`src/rtl/jumptab_pkg.sv`:
```
package jumptab_pkg;
   localparam int OP_W = 16;

   typedef enum logic [2:0] {
      K_HOLD, K_TEST, K_LOOP, K_PASS, K_JUMP, K_STOP
   } op_kind_e;

   typedef struct packed {
      op_kind_e    kind;
      logic [14:0] hold_n;
      logic [3:0]  bit_sel;
      logic        pol;
      logic [1:0]  cnt_sel;
      logic [5:0]  tgt;
   } op_dec_t;
endpackage

```
`src/rtl/jumptab_decode.sv`:
```
module jumptab_decode
   import jumptab_pkg::*;
(
   input  logic [OP_W-1:0] op,
   output op_dec_t         dec
);
   always_comb begin
      dec.hold_n  = op[15:1];
      dec.bit_sel = op[7:4];
      dec.pol     = op[3];
      dec.cnt_sel = op[5:4];
      dec.tgt     = op[13:8];
      if (!op[0]) dec.kind = K_HOLD;
      else begin
         unique case (op[2:1])
            2'b00:   dec.kind = K_TEST;
            2'b01:   dec.kind = K_LOOP;
            2'b10:   dec.kind = op[3] ? K_JUMP : K_PASS;
            default: dec.kind = K_STOP;
         endcase
      end
   end
endmodule

```
`src/rtl/jumptab_table.sv`:
```
module jumptab_table #(
   parameter int ADDR_W = 24,
   parameter int N_ENT  = 64,
   parameter int OP_W   = 16,
   localparam int IDX_W = $clog2(N_ENT)
) (
   input  logic              clk,
   input  logic              we,
   input  logic [IDX_W-1:0]  widx,
   input  logic [ADDR_W-1:0] wfrom,
   input  logic [ADDR_W-1:0] wto,
   input  logic [OP_W-1:0]   wop,
   input  logic [IDX_W-1:0]  ridx,
   output logic [ADDR_W-1:0] rfrom,
   output logic [ADDR_W-1:0] rto,
   output logic [OP_W-1:0]   rop
);
   logic [ADDR_W-1:0] from_m [N_ENT];
   logic [ADDR_W-1:0] to_m   [N_ENT];
   logic [OP_W-1:0]   op_m   [N_ENT];

   always_ff @(posedge clk) begin
      if (we) begin
         from_m[widx] <= wfrom;
         to_m[widx]   <= wto;
         op_m[widx]   <= wop;
      end
   end

   assign rfrom = from_m[ridx];
   assign rto   = to_m[ridx];
   assign rop   = op_m[ridx];
endmodule

```
`src/rtl/jumptab_loops.sv`:
```
module jumptab_loops #(
   parameter int N_CNT = 4,
   parameter int CNT_W = 32,
   localparam int SEL_W = $clog2(N_CNT)
) (
   input  logic             clk,
   input  logic             rst_n,
   input  logic             lim_we,
   input  logic [SEL_W-1:0] lim_sel,
   input  logic [CNT_W-1:0] lim_val,
   input  logic             clear,
   input  logic             step,
   input  logic [SEL_W-1:0] sel,
   output logic             fin
);
   logic [CNT_W-1:0] lim_q  [N_CNT];
   logic [CNT_W-1:0] iter_q [N_CNT];
   logic [N_CNT-1:0] fin_v;

   for (genvar g = 0; g < N_CNT; g++) begin : g_cnt
      assign fin_v[g] = ({1'b0, iter_q[g]} + (CNT_W+1)'(1)) >= {1'b0, lim_q[g]};
      always_ff @(posedge clk or negedge rst_n) begin
         if (!rst_n) begin
            lim_q[g]  <= '0;
            iter_q[g] <= '0;
         end else begin
            if (lim_we && lim_sel == SEL_W'(g)) lim_q[g] <= lim_val;
            if (clear) iter_q[g] <= '0;
            else if (step && sel == SEL_W'(g))
               iter_q[g] <= fin_v[g] ? '0 : iter_q[g] + CNT_W'(1);
         end
      end
   end

   assign fin = fin_v[sel];
endmodule

```
`src/rtl/jumptab_seq.sv`:
```
module jumptab_seq
   import jumptab_pkg::*;
#(
   parameter int ADDR_W  = 24,
   parameter int N_ENT   = 64,
   parameter int N_CNT   = 4,
   parameter int CNT_W   = 32,
   parameter int CHAIN_W = 16,
   localparam int IDX_W  = $clog2(N_ENT),
   localparam int SEL_W  = $clog2(N_CNT),
   localparam int CB_W   = $clog2(CHAIN_W)
) (
   input  logic               clk,
   input  logic               rst_n,
   input  logic               ent_we,
   input  logic [IDX_W-1:0]   ent_idx,
   input  logic [ADDR_W-1:0]  ent_from,
   input  logic [ADDR_W-1:0]  ent_to,
   input  logic [OP_W-1:0]    ent_op,
   input  logic               lim_we,
   input  logic [SEL_W-1:0]   lim_sel,
   input  logic [CNT_W-1:0]   lim_val,
   input  logic               start,
   input  logic [ADDR_W-1:0]  start_addr,
   input  logic [CHAIN_W-1:0] chain_in,
   output logic [ADDR_W-1:0]  addr_o,
   output logic               valid_o,
   output logic               done_o
);
   if (N_ENT < 2 || N_ENT > 64 || (1 << IDX_W) != N_ENT)
      $error("N_ENT must be a power of two from 2 to 64");
   if (N_CNT < 2 || N_CNT > 4 || (1 << SEL_W) != N_CNT)
      $error("N_CNT must be 2 or 4");
   if (CHAIN_W < 2 || CHAIN_W > 16 || (1 << CB_W) != CHAIN_W)
      $error("CHAIN_W must be a power of two from 2 to 16");
   if (ADDR_W < 2 || CNT_W < 1)
      $error("ADDR_W and CNT_W too small");

   logic              run_q, done_q;
   logic [ADDR_W-1:0] addr_q, hold_to_q;
   logic [IDX_W-1:0]  idx_q;
   logic [14:0]       hold_q;
   logic [ADDR_W-1:0] e_from, e_to;
   logic [OP_W-1:0]   e_op;
   op_dec_t           dec;
   logic              hit, hold_busy, loop_fin, loop_step, test_ok;
   logic [IDX_W-1:0]  tgt_idx, nxt_idx;

   jumptab_table #(.ADDR_W(ADDR_W), .N_ENT(N_ENT), .OP_W(OP_W)) u_table (
      .clk(clk), .we(ent_we), .widx(ent_idx), .wfrom(ent_from), .wto(ent_to),
      .wop(ent_op), .ridx(idx_q), .rfrom(e_from), .rto(e_to), .rop(e_op)
   );

   jumptab_decode u_dec (.op(e_op), .dec(dec));

   assign hold_busy = hold_q != '0;
   assign hit       = run_q && !hold_busy && addr_q == e_from;
   assign loop_step = hit && !start && dec.kind == K_LOOP;
   assign tgt_idx   = dec.tgt[IDX_W-1:0];
   assign nxt_idx   = idx_q + IDX_W'(1);
   assign test_ok   = chain_in[dec.bit_sel[CB_W-1:0]] == dec.pol;

   jumptab_loops #(.N_CNT(N_CNT), .CNT_W(CNT_W)) u_loops (
      .clk(clk), .rst_n(rst_n), .lim_we(lim_we), .lim_sel(lim_sel),
      .lim_val(lim_val), .clear(start), .step(loop_step),
      .sel(dec.cnt_sel[SEL_W-1:0]), .fin(loop_fin)
   );

   always_ff @(posedge clk or negedge rst_n) begin
      if (!rst_n) begin
         run_q     <= 1'b0;
         done_q    <= 1'b0;
         addr_q    <= '0;
         hold_to_q <= '0;
         idx_q     <= '0;
         hold_q    <= '0;
      end else if (start) begin
         run_q  <= 1'b1;
         done_q <= 1'b0;
         addr_q <= start_addr;
         idx_q  <= '0;
         hold_q <= '0;
      end else if (run_q) begin
         if (hold_busy) begin
            hold_q <= hold_q - 15'd1;
            if (hold_q == 15'd1) addr_q <= hold_to_q;
         end else if (hit) begin
            unique case (dec.kind)
               K_HOLD: begin
                  idx_q <= nxt_idx;
                  if (dec.hold_n == '0) addr_q <= e_to;
                  else begin
                     hold_q    <= dec.hold_n;
                     hold_to_q <= e_to;
                  end
               end
               K_TEST: begin
                  addr_q <= e_to;
                  idx_q  <= test_ok ? tgt_idx : nxt_idx;
               end
               K_LOOP: begin
                  addr_q <= e_to;
                  idx_q  <= loop_fin ? nxt_idx : tgt_idx;
               end
               K_JUMP: begin
                  addr_q <= e_to;
                  idx_q  <= tgt_idx;
               end
               K_STOP: begin
                  run_q  <= 1'b0;
                  done_q <= 1'b1;
               end
               default: begin
                  addr_q <= e_to;
                  idx_q  <= nxt_idx;
               end
            endcase
         end else begin
            addr_q <= addr_q + ADDR_W'(1);
         end
      end
   end

   assign addr_o  = addr_q;
   assign valid_o = run_q;
   assign done_o  = done_q;
endmodule

```
`config.mk`:
```
export PLATFORM = sky130hd
export DESIGN_NAME = jumptab_seq
export DESIGN_NICKNAME = d
export VERILOG_FILES = /design/src/rtl/jumptab_pkg.sv /design/src/rtl/jumptab_decode.sv /design/src/rtl/jumptab_table.sv /design/src/rtl/jumptab_loops.sv /design/src/rtl/jumptab_seq.sv
export SDC_FILE = /design/constraint.sdc
export NUM_CORES = 2
export LEC_CHECK = 0
export BUFFER_PORTS_ARGS = -buffer_cell sky130_fd_sc_hd__buf_2
export CORE_UTILIZATION = 60
export DETAILED_ROUTE_END_ITERATION = 8
export GPL_TIMING_DRIVEN = 0
export MAX_ROUTING_LAYER = met4
export PLACE_DENSITY = 0.76
export SYNTH_ARGS = -nofsm -noshare
export SYNTH_HDL_FRONTEND = slang
export SYNTH_SLANG_ARGS = --single-unit
```
`constraint.sdc`:
```
create_clock -name clk -period 6.01 [get_ports clk]
set_input_delay 0 -clock clk [delete_from_list [all_inputs] [get_ports clk]]
set_output_delay 0 -clock clk [all_outputs]
set_load 0.01 [all_outputs]
```
Yosys cells after proc, flatten, opt, wreduce, memory -nomap -nowiden
Memories as Yosys holds them, arrays and structs flattened.
Index checks and enable logic that the tools add are counted.
- output and inout bits: 26
- bits in writable memories: 4096
- logic and storage cells: 143
- memories: 3
- input bits: 149
- register bits after elaboration: 327
- memories (memory ; words ; width ; rd ports ; clocked after Yosys merged registers in ; write ports ; line ; text):
    u_table.from_m ; 64 ; 24 ; 1 ; 0 ; 1 ; jumptab_table.sv:18 ; logic [ADDR_W-1:0] from_m [N_ENT];
    u_table.to_m ; 64 ; 24 ; 1 ; 0 ; 1 ; jumptab_table.sv:19 ; logic [ADDR_W-1:0] to_m [N_ENT];
    u_table.op_m ; 64 ; 16 ; 1 ; 0 ; 1 ; jumptab_table.sv:20 ; logic [OP_W-1:0] op_m [N_ENT];
- $lt $le $gt $ge: 6
- equal/unequal tests: 21
- add/sub/neg operators: 11
- reductions and logical operators: 34
- muxes and demuxes: 51
- bitwise operators: 3
- operators with widths (cell ; count):
    32-bit two-way mux ; 12
    24-bit two-way mux ; 6
    32-bit by 1-bit adder with 33-bit output, second input constant ; 4
    33-bit by 32-bit greater-or-equal comparator with 1-bit output ; 4
    32-bit by 1-bit adder with 32-bit output, second input constant ; 4
    15-bit two-way mux ; 6
    24-bit one-hot mux with 2 select lines ; 1
    6-bit two-way mux ; 6
    24-bit by 1-bit adder with 24-bit output, second input constant ; 1
    24-bit == test ; 1
    6-bit one-hot mux with 4 select lines ; 1
    4-bit AND reduction ; 4
    15-bit by 1-bit == test with 1-bit output, second input constant ; 1
    15-bit logical NOT ; 1
    15-bit nonzero test ; 1
    15-bit by 1-bit subtractor with 15-bit output, second input constant ; 1
    1-bit two-way mux ; 14
    2-bit nonzero test ; 7
    1-bit logical AND ; 12
    2-bit == test, second input constant ; 5
    3-bit one-hot mux with 3 select lines ; 1
    6-bit by 1-bit adder with 6-bit output, second input constant ; 1
    2-bit by 1-bit == test with 1-bit output, second input constant ; 3
    3-bit == test, second input constant ; 2
    other kinds (19) ; 27

Logic depth before layout (Yosys ltp)
- word-level depth: 10
- mapped depth: 22

By module
A second synthesis with hierarchy kept.
- cell total of the unflattened synthesis: 8629
- area total of the unflattened synthesis: 175498.3 um2
- by module, submodules not included (module ; cells each ; seq. area each (um2) ; area each (um2) ; instances):
    jumptab_table ; 6449 ; 122998.0 ; 154650.8 ; 1
    jumptab_loops ; 1553 ; 6406.1 ; 15418.5 ; 1
    jumptab_seq ; 593 ; 1776.7 ; 5166.2 ; 1
    jumptab_decode ; 34 ; 0.0 ; 262.8 ; 1

Least setup slack after synthesis
Ideal clock, no wire load.
- kind: input port to flip-flop
- start point: input port ent_idx[3]
- end point: memory u_table.from_m[32][0], enable pin
- path slack: 0.276 ns
- library setup time: 0.565 ns
- arrival time: 5.169 ns
- stages on the path: 4
- cells stage by stage: clkbuf_1 > nand2b_1 > or3b_2 > nor3_1
- RTL lines (element ; line ; text):
    start, declared ; jumptab_seq.sv:16 ; input logic [IDX_W-1:0] ent_idx,
    end, declared ; jumptab_table.sv:18 ;
No word-level cell before the write port.

Worst setup path in the final report
- start point: register idx_q[1]
- end point: register addr_q[9], in the netlist addr_o[9]
- cells in the longest elaborated chain, start to end: 10
- elaborated cells on any way between the ends: 23
- RTL lines (element ; line ; text):
    start, declared ; jumptab_seq.sv:41 ; logic [IDX_W-1:0] idx_q;
    start signal, assigned ; jumptab_seq.sv:90 ; idx_q <= nxt_idx;
    start signal, assigned ; jumptab_seq.sv:99 ; idx_q <= test_ok ? tgt_idx : nxt_idx;
    start signal, assigned ; jumptab_seq.sv:103 ; idx_q <= loop_fin ? nxt_idx : tgt_idx;
    memory read 64 x 16 bit ; -- ;
    2-bit == test (tied with other cells) ; jumptab_decode.sv:15 ; unique case (op[2:1])
    3-bit one-hot mux with 3 select lines ; jumptab_decode.sv:15 ;
    3-bit two-way mux ; jumptab_decode.sv:13 ; if (!op[0]) dec.kind = K_HOLD;
    3-bit == test or 3-bit logical NOT (tied branches) ; jumptab_seq.sv:88 ; unique case (dec.kind)
    24-bit one-hot mux with 2 select lines ; jumptab_seq.sv:88 ;
    24-bit two-way mux ; jumptab_seq.sv:87 ; end else if (hit) begin
    24-bit two-way mux ; jumptab_seq.sv:84 ; if (hold_busy) begin
    24-bit two-way mux ; jumptab_seq.sv:83 ; end else if (run_q) begin
    24-bit two-way mux ; jumptab_seq.sv:77 ; end else if (start) begin
    end signal, assigned ; jumptab_seq.sv:80 ; addr_q <= start_addr;
    end signal, assigned ; jumptab_seq.sv:86 ; if (hold_q == 15'd1) addr_q <= hold_to_q;
    end signal, assigned ; jumptab_seq.sv:91 ; if (dec.hold_n == '0) addr_q <= e_to;
    end, declared ; jumptab_seq.sv:40 ; logic [ADDR_W-1:0] addr_q, hold_to_q;
Several ways; a longest one is shown, not always the timed one. The select of a mux whose other input is x is not followed.
A chain may end at the register's enable or synchronous reset.

==> summary.txt <==
Max-cap violations: 2
Setup Crit Path Kind: register to register
GR Util met3: 15.2%
Worst slew pin tran: 1.52 ns
Netlist Area Pre-Place: 0.178 mm²
Crit path required time: 6.90 ns
Mapped Nets: 8964
RSZ-0062 raised after global routing: true
Die Span X: 546 µm
CP Max Fanout: 11
Routed vias/inst: 7.64
Max Clk Rate: 0.161 GHz
Max H-tree Level: 5
RePlAce Congestion: 0.964
Met1 GRT Util: 53.2%
Final min period: 6.22 ns
Clock Path Buffers: 4
DP Wirelength: 407000 µm
Yosys Warn Count: 0
R2R cell count: 15
Slew Viols, Final: 21
Status: finished, violations left
Startpoint class of the critical path: register
Hold path startpoint: lim_val[12]
Number of core rows: 199
Antenna viol nets, final: 0
Gate Count Post-Synth: 8679
Post-synth EDFFs: 4096
Die area: 0.298 mm²
Die Ht: 546 µm
Worst-skew pair later-pin latency: 1.03 ns
FF+latch count, synth: 4423
Cts bufs inserted: 426
Failing checks: design-rule violations, max-capacitance violations, max-slew violations, negative setup slack
Most common cell after layout, fill and taps aside: edfxtp_1
Hold depth: 3
Number of nets in the layout: 10100
CTS tree: done
Rel. slew slack: -1.13%
Port Buf Inserts: 172
Crit share post-route: 104%
Leakage: 67.9 nW
R2R setup slack: -0.21 ns
First-pass GRT wire length: 874000 µm
Synth Area per Inst: 20.5 µm²
Capturing point of the worst reg2reg path: addr_o[9]$_DFFE_PN0P_
Setup violations, final: 70
Overflow after GRT: 0
Sequential share of the synthesized area: 73.9%
Worst r2r src: idx_q[1]$_DFFE_PN0P_
Most common flop cell mapped by yosys: edfxtp_1
Core area: 0.294 mm²
Post-synthesis async set-or-reset flop share: 7.39%
Total Routed Length: 652000 µm
Total Routing Usage GR: 45.2%
Detailed-router iteration count before antenna repair: 9
WHS Endpoint: u_loops.lim_q[76]$_DFFE_PN0P_
Grt peak-use layer: met2
Vias in the first global route: 106000
Initial DRC Count: 22100
CP arrival: 7.12 ns
Largest net degree at the start of global routing: 112
Synth cell types: 94
Min-delay worst type: input pin to register
Grt met2 use: 65.0%
Dpl ws: -2.89 ns
Clock Tree Root: clkbuf_16
Fin. Hold Viols: 0
Antenna violations before repair: 43
VDD IR-drop max: 515 µV
Most frequent cells in the layout: 4096 x edfxtp_1, 1200 x mux4_2, 429 x clkbuf_16, 326 x dfrtp_1, 325 x nand2_1
CTS clk-pin slew, worst paths: 0.06 ns
Clk sink count: 4423
Layout Skew: 0.0847 ns
Area grow syn2layout: 17.1%
Starting density of the core: 60.4%
WL/cell: 46.0 µm
Vias: 108000
Filler instances: 16700
Pwr/cell area: 310 mW/mm²
Proportion of layout cells with a drive suffix above 1: 29.1%
Final core area utilization: 70.7%
Setup crit end kind: register
I/O pins: 175
# DRC: 34
Setup ws final: -0.213 ns
==> where the power goes <==
group | total, mW | internal (mW) | switching, mW
sequential | 34.5 | 34.1 | 0.366
combinational | 3.02 | 0.952 | 2.07
clock | 27.1 | 14.9 | 12.2
total | 64.6 | 49.9 | 14.7
==> cell type report <==
type                       instances  area (µm²)  area share (%)
multi-input combinational       3616       44500            21.4
antenna                           59         148          0.0710
tap                             3919        4900            2.36
clock inverter                   274        2590            1.25
timing repair buffer             738        9820            4.72
sequential                      4423      131000            63.1
clock buffer                     512       11100            5.31
buffer                           453        3140            1.51
inverter                         180         677           0.325
==> worst max-delay path: stages, from the launching register on <==
cell      delay [ns]
dfrtp_1         0.38
buf_4           0.33
buf_4           0.28
buf_4           0.33
buf_6           0.33
buf_8           0.32
buf_6           0.28
buf_4           0.34
buf_6           0.35
clkbuf_2        0.33
clkbuf_2        0.49
mux4_2          0.43
mux4_2          0.52
mux4_2          0.73
a211o_1         0.38
a22o_1          0.22
==> stage by stage <==
step           area, µm²  total power [mW]  std cells  hold WS [ns]  setup TNS, ns
2_1_floorplan     178000              36.2       8679        -0.296              0
3_3_place_gp      183000              37.6      12800         0.325              -
3_5_place_dp      190000              37.7      13100       -0.0416        -466.19
4_1_cts           208000              64.2      14100       0.00186              0
5_1_grt           208000              65.5      14200        0.0227        -0.0327
6_report          208000              64.6      14200        0.0147          -5.46
==> state kept, by name, summed over array words and instances, names as in the netlist <==
signal / flops
done_o: 1
u_table.op_m: 1024
u_loops.iter_q: 128
u_table.from_m: 1536
hold_to_q: 24
u_table.to_m: 1536
u_loops.lim_q: 128
idx_q: 6
hold_q: 15
valid_o: 1
addr_o: 24
==> how the worst max path moves through the flow <==
stage                                           end                  from  cells past startpoint
CTS                  u_loops.iter_q[22]$_DFFE_PN0P_  idx_q[5]$_DFFE_PN0P_                     15
floorplan           u_table.from_m[32][0]$_DFFE_PP_            ent_idx[3]                      4
global placement    u_table.from_m[32][7]$_DFFE_PP_                ent_we                      4
global route                   idx_q[2]$_DFFE_PN0P_  idx_q[0]$_DFFE_PN0P_                     20
detailed placement   u_loops.iter_q[79]$_DFFE_PN0P_  idx_q[3]$_DFFE_PN0P_                     16
finish                        addr_o[9]$_DFFE_PN0P_  idx_q[1]$_DFFE_PN0P_                     15
==> kinds of logic after synthesis <==
kind of cell,share of synthesized area [%]
XOR/XNOR,0.769
multiplexers,17.0
buffers and inverters,1.63
AND/OR/NAND/NOR,3.01
AO/OA/AOI/OAI,2.82
flip-flops,73.9
adder cells (fa/ha/maj),0.958
==> cells in the mapped netlist, types with 9 or more instances <==
master    number  area, µm²
inv_1        176        661
buf_4         34        255
nor3_1        55        275
or3_1         24        150
nor2b_1       37        231
buf_6         28        315
nand2_1      326       1220
a221oi_1      25        219
nand4_1       62        388
a21oi_1      143        716
nand3b_1      21        158
nand3_1      115        576
a211oi_1      21        158
ha_1         136       1700
o22ai_1       17        106
mux2_2       117       1320
and4_1        15        131
edfxtp_1    4096     123000
o31a_1         9       78.8
and2_1        10       62.6
o211ai_1      32        240
a21o_1        62        465
a32oi_1       10       87.6
buf_1         74        278
a22oi_1       43        323
mux4_2      1200      27000
a31oi_1       46        288
and3_1        69        432
dfrtp_1      327       8180
xnor2_1       98        858
nor2_1       220        826
mux2i_1      176       1760
nand2b_1      36        225
o21ai_0      169        846
clkbuf_1     203        762
or2_2          9       56.3
a22o_1        40        350
xor2_1        58        508
o31ai_1       12       90.1
o21ai_1       22        110
or4_1         11       82.6
o221ai_1       9       78.8
buf_2        120        601
nor4_1        31        194
==> routing by layer <==
metal,vias to the layer above,wire [µm]
met4,0,63400
li1,38400,-
met5,-,0
met3,3285,103000
met1,54400,197000
met2,12300,289000
==> repair_timing <==
action | CTS | global route
pin swaps | 7 | 9
gates cloned | 0 | 0
resized for setup | 491 | 148
endpoints found under the setup margin | 199 | 160
buffers inserted | 18 | 4
endpoints found under the hold margin | 4579 | 0
hold buffers | 223 | 0
No activity file was read; power rests on OpenSTA's default activity.
